File: config.mk
export PLATFORM = sky130hd
export DESIGN_NAME = uart_mp_addr_filter
export DESIGN_NICKNAME = d
export VERILOG_FILES = /design/src/rtl/uart_mp_addr_filter.sv
export SDC_FILE = /design/constraint.sdc
export NUM_CORES = 1
export LEC_CHECK = 0
export ABC_AREA = 0
export BUFFER_PORTS_ARGS = -buffer_cell sky130_fd_sc_hd__buf_2
export CORE_ASPECT_RATIO = 0.9
export CORE_MARGIN = 5
export CORE_UTILIZATION = 49
export CTS_BUF_LIST = sky130_fd_sc_hd__clkbuf_16
export CTS_CLUSTER_DIAMETER = 60
export DETAILED_ROUTE_END_ITERATION = 7
export HOLD_SLACK_MARGIN = 0.06
export MAX_ROUTING_LAYER = met4
export PLACE_DENSITY_LB_ADDON = 0.1
export SYNTH_ARGS = -nofsm -noshare
export SYNTH_HDL_FRONTEND = slang
export SYNTH_SLANG_ARGS = --single-unit
File: constraint.sdc
create_clock -name clk -period 2 [get_ports clk]
set_input_delay 0.1 -clock clk [delete_from_list [all_inputs] [get_ports clk]]
set_output_delay 0.1 -clock clk [all_outputs]
set_load 0.02 [all_outputs]
File: src/rtl/uart_mp_addr_filter.sv
module uart_mp_addr_filter #(
  parameter int DW = 8
) (
  input  logic          clk,
  input  logic          rst_n,
  input  logic          cfg_we,
  input  logic          cfg_sel,
  input  logic [DW-1:0] cfg_wdata,
  output logic [DW-1:0] cfg_rdata,
  input  logic          filt_en,
  input  logic          frm_valid,
  input  logic [DW-1:0] frm_data,
  input  logic          frm_bit9,
  output logic          rx_take,
  output logic [DW-1:0] rx_byte,
  output logic          rx_bit9
);

  logic [DW-1:0] addr_q, mask_q, buf_q;
  logic          nine_q, take_q;

  wire [DW-1:0] bcast     = addr_q | mask_q;
  wire          own_hit   = ((frm_data ^ addr_q) & mask_q) == '0;
  wire          bcast_hit = (frm_data & bcast) == bcast;
  wire          addr_ok   = frm_bit9 && (own_hit || bcast_hit);
  wire          accept    = frm_valid && (!filt_en || addr_ok);

  always_ff @(posedge clk) begin
    if (!rst_n) begin
      addr_q <= '0;
      mask_q <= '0;
    end else if (cfg_we) begin
      if (cfg_sel) mask_q <= cfg_wdata;
      else         addr_q <= cfg_wdata;
    end
  end

  always_ff @(posedge clk) begin
    if (!rst_n) begin
      take_q <= 1'b0;
      buf_q  <= '0;
      nine_q <= 1'b0;
    end else begin
      take_q <= accept;
      if (accept) begin
        buf_q  <= frm_data;
        nine_q <= frm_bit9;
      end
    end
  end

  assign cfg_rdata = cfg_sel ? mask_q : addr_q;
  assign rx_take   = take_q;
  assign rx_byte   = buf_q;
  assign rx_bit9   = nine_q;


  unfiltered_take_chk: assert property (@(posedge clk) disable iff (!rst_n)
    (frm_valid && !filt_en) |=> rx_take);


  no_bit9_drop_chk: assert property (@(posedge clk) disable iff (!rst_n)
    (frm_valid && filt_en && !frm_bit9) |=> !rx_take);


  take_needs_frame_chk: assert property (@(posedge clk) disable iff (!rst_n)
    !frm_valid |=> !rx_take);


  buffer_hold_chk: assert property (@(posedge clk) disable iff (!rst_n)
    !frm_valid |=> ($stable(rx_byte) && $stable(rx_bit9)));


  addr_write_chk: assert property (@(posedge clk) disable iff (!rst_n)
    (cfg_we && !cfg_sel) |=> (addr_q == $past(cfg_wdata)));


  mask_write_chk: assert property (@(posedge clk) disable iff (!rst_n)
    (cfg_we && cfg_sel) |=> (mask_q == $past(cfg_wdata)));


  open_mask_chk: assert property (@(posedge clk) disable iff (!rst_n)
    (frm_valid && filt_en && frm_bit9 && mask_q == '0) |=> rx_take);

endmodule

==> results_tabular.tex <==
\begin{tabular}{lr}
\hline
Metric & Value \\
\hline
\multicolumn{2}{l}{\textbf{Finish}} \\
\quad Antenna diode count & 0 \\
\quad Filler Cell Count & 226 \\
\quad Total number of nets in the final design & 203 \\
\quad Register area & 520 um2 \\
\quad Area Overhead vs Synth & 22.2\% \\
\quad Core Util, Final & 0.630 \\
\quad Design Area, Final & 1550 um2 \\
\quad Layout cells sized above 1 & 0.298 \\
\quad Area taken by multi-input logic gates & 704 um2 \\
\multicolumn{2}{l}{\textbf{Power and ir drop}} \\
\quad Power per unit of standard cell area & 786 nW/um2 \\
\quad Combinational share of power & 0.174 \\
\quad Part of the power in registers & 0.467 \\
\quad Switching part of the total power & 0.258 \\
\quad IR Drop Worst-Case VDD & 0.000638 V \\
\quad Switching power summed over all nets & 315 uW \\
\quad Leak Pwr & 0.000749 uW \\
\quad Internal power & 907 uW \\
\quad Clock power share & 0.359 \\
\multicolumn{2}{l}{\textbf{STA}} \\
\quad Final setup viols & 0 \\
\quad Post-route clock skew & 0.000704 ns \\
\quad Post-Route Setup TNS & 0 ns \\
\quad Final setup margin & 0.247 ns \\
\quad Unrepaired setup endpoints after global routing & false \\
\quad Crit share post-route & 0.876 \\
\quad Slew at the pin with the worst max-slew slack & 0.591 ns \\
\quad Fin crit period & 1.75 ns \\
\quad Hold WS & 0.0997 ns \\
\quad Relative slew slack & 0.606 \\
\quad Final number of hold-violating endpoints & 0 \\
\quad Number of slew-limit violations in the final report & 0 \\
\quad Timing-limited maximum frequency & 571 MHz \\
\multicolumn{2}{l}{\textbf{Global route}} \\
\quad Maximum number of pins on one net before global-route repair & 36 \\
\quad Number of global-route vias before repair & 1074 \\
\quad Initial antenna violation count & 0 \\
\quad Total routing resource utilization after global routing & 0.163 \\
\quad Global-route wire length before repair & 4.77 mm \\
\quad Congestion Overflow GR & 0 \\
\multicolumn{2}{l}{\textbf{Clocking}} \\
\quad Maximum buffer depth of the clock tree & 2 \\
\quad CTS buffer count & 3 \\
\quad CTS root buf & clkbuf\_16 \\
\quad CTS H-Tree Depth & 1 \\
\quad Reg clk slew, reported paths & 0.06 ns \\
\quad CTS hold repair buffers & 0 \\
\quad TritonCTS clock tree & yes \\
\quad Insertion delay to the later sink of the worst-skew pair & 0.26 ns \\
\quad Number of resized instances in the post-cts repair step & 0 \\
\quad Post CTS Setup Buffer Count & 0 \\
\quad Number of clock sinks seen by CTS & 26 \\
\multicolumn{2}{l}{\textbf{Worst hold path}} \\
\quad Worst min-delay path category & in -> reg \\
\quad Worst Hold Path Cells & 3 \\
\multicolumn{2}{l}{\textbf{Floorplanning}} \\
\quad Top-level I/O count & 41 \\
\quad Initial Utilization & 0.515 \\
\quad Number of rows created at floorplan & 17 \\
\quad Core area & 2470 um2 \\
\quad Overall die area & 3710 um2 \\
\quad Chip width & 63.7 um \\
\quad Chip Height & 58.3 um \\
\multicolumn{2}{l}{\textbf{Detailed routing}} \\
\quad Vias per cell & 5.41 \\
\quad Number of DRC markers in iteration 0 & 47 \\
\quad Detail Route met2 WL & 1.43 mm \\
\quad Top layer used by detailed routing & met4 \\
\quad Residual antenna-violating net count after detailed routing & 0 \\
\quad Residual DRC count & 0 \\
\quad Wl on met1 & 1.30 mm \\
\quad Iteration count of the initial detailed-routing pass & 4 \\
\quad Avg WL per Cell & 14.3 um \\
\quad Detailed-route wire length & 2.95 mm \\
\quad Total number of vias & 1115 \\
\quad Met3 routed WL & 181 um \\
\multicolumn{2}{l}{\textbf{Worst setup path}} \\
\quad Startpoint type of the worst setup path & flop \\
\quad WP data arrival & 1.94 ns \\
\quad Worst-path cell with the longest stage delay & or4\_1 \\
\quad Cell-by-cell trace of the critical path & nor2\_1 > o22ai\_1 > or4\_1 > a31oi\_1 > buf\_4 > mux2i\_1 \\
\quad Maximum cell stage delay along the critical path & 0.51 ns \\
\quad Number of cells on the critical path & 6 \\
\quad Largest driver fanout on the critical path & 10 \\
\quad Kind of critical path & reg -> reg \\
\quad CP delay by family, top & simple AND/OR/NAND/NOR gates \\
\quad Reg2Reg Depth & 6 \\
\quad Number of buffer and inverter instances along the worst setup path & 1 \\
\quad Required time of the critical path & 2.19 ns \\
\quad Endpoint type of the worst setup path & flop \\
\multicolumn{2}{l}{\textbf{Synth}} \\
\quad Post-synthesis simple-gate area fraction & 0.195 \\
\quad Synth warnings & 0 \\
\quad Synthesized cell area & 1270 um2 \\
\quad Distinct cells, synth & 22 \\
\quad Post-synthesis area per instance & 8.95 um2 \\
\quad Mux cell area share after synthesis & 0.205 \\
\quad Register bit count reported by yosys & 26 \\
\quad Synthesized-area fraction occupied by xor and xnor cells & 0.0551 \\
\quad Synth Area in Adders & 0 \\
\quad Cells after synthesis & 142 \\
\quad Compound-Gate Fraction of Synth Area & 0.0994 \\
\quad Synthesized Nets & 165 \\
\quad Portion of the post-synthesis area used by sequential elements & 0.409 \\
\quad Main combinational cell family by area after synthesis & multiplexers \\
\multicolumn{2}{l}{\textbf{Flow run}} \\
\quad Number of maximum-capacitance violations & 0 \\
\multicolumn{2}{l}{\textbf{Placement}} \\
\quad Placed wire-length estimate after detailed placement & 2.18 mm \\
\quad Area after detailed placement & 1480 um2 \\
\quad Routability congestion estimate from global placement & 0.788 \\
\quad Port buffer count & 40 \\
\quad Worst setup slack before clock tree synthesis & 0.291 ns \\
\multicolumn{2}{l}{\textbf{Status}} \\
\quad Outcome & finished clean \\
\hline
\end{tabular}
-- final cells by class --
| type | count | area share |
|---|---|---|
| repair buffers | 42 | 0.138 |
| inverters | 1 | 0.00242 |
| multi-input cells | 106 | 0.453 |
| well taps | 28 | 0.0225 |
| clock buffers | 3 | 0.0483 |
| flip-flops and latches | 26 | 0.335 |
-- path summary, 6_finish.rpt --
| path | slack, ns | end | from |
|---|---|---|---|
| setup / recovery | 0.25 | rx_byte[6] | mask_q[0] |
| hold / removal | 0.1 | rx_bit9 | frm_bit9 |
| setup reg to reg | 0.25 | rx_byte[6] | mask_q[0] |
| hold reg to reg | 0.45 | rx_byte[7] | rx_byte[7] |
-- layout by cell type, fill, tap and decap left out, drive strengths merged, types with 4 or more instances in the layout --
master	synthesis	layout
mux2	8	8
nand2	27	27
nand3	8	8
nor2b	8	8
dfxtp	26	26
a21boi	8	8
o22ai	4	4
nor2	8	8
mux2i	17	17
xor2	8	8
a22oi	4	4
buf	3	42
-- sequential cells by signal, indices dropped and copies added (netlist names) --
name / flops
rx_byte: 8
addr_q: 8
mask_q: 8
rx_take: 1
rx_bit9: 1
-- per-stage QoR --
| stage | cells | power, uW |
|---|---|---|
| 3_3_place_gp | 203 | 789 |
| 5_1_grt | 206 | 1280 |
| 4_1_cts | 206 | 1230 |
| 3_5_place_dp | 203 | 794 |
| 6_report | 206 | 1220 |
| 2_1_floorplan | 142 | 722 |
-- tightest hold or removal path: stages --
cell and delay, ns:
buf_2 0.10, nand2_1 0.05, mux2i_1 0.06
-- logic make-up (layout without fill, tap and decap cells) --
kind of cell | after synthesis | in the layout
DFF | 26 | 26
and+or+nand+nor | 55 | 55
muxes | 25 | 25
AOI/OAI and AO/OA | 18 | 18
xor gates and xnor gates | 8 | 8
buffers and inverters | 10 | 46
-- cell usage after synthesis, drive strengths merged --
| cell type | n | area [um2] |
|---|---|---|
| nand3 | 8 | 40.0 |
| o21ai | 1 | 5.00 |
| a31oi | 1 | 6.26 |
| nand2b | 1 | 6.26 |
| a22oi | 4 | 30.0 |
| nand4 | 1 | 6.26 |
| mux2i | 17 | 170 |
| nor2b | 8 | 50.1 |
| inv | 1 | 3.75 |
| a21boi | 8 | 60.1 |
| dfxtp | 26 | 521 |
| nor2 | 8 | 30.0 |
| and2 | 1 | 6.26 |
| clkbuf | 6 | 22.5 |
| or4 | 1 | 7.51 |
| mux2 | 8 | 90.1 |
| xor2 | 8 | 70.1 |
| nand2 | 27 | 101 |
| o22ai | 4 | 25.0 |
| buf | 3 | 20.0 |
-- power by group through the flow --
stage | Clock, uW | Combinational [uW] | Sequential [uW]
after floorplan | 0 | 126 | 596
after global placement | 0 | 209 | 580
after detailed placement | 0 | 213 | 582
after CTS | 448 | 214 | 570
after global routing | 474 | 231 | 574
final | 439 | 212 | 570
-- per-layer routing --
metal  up-vias  GRT usage
met1       513      0.192
met4         0     0.0445
met5         -          -
met3         6     0.0420
met2        40      0.275
li1        556          -
No activity file was read; power rests on OpenSTA's default activity.
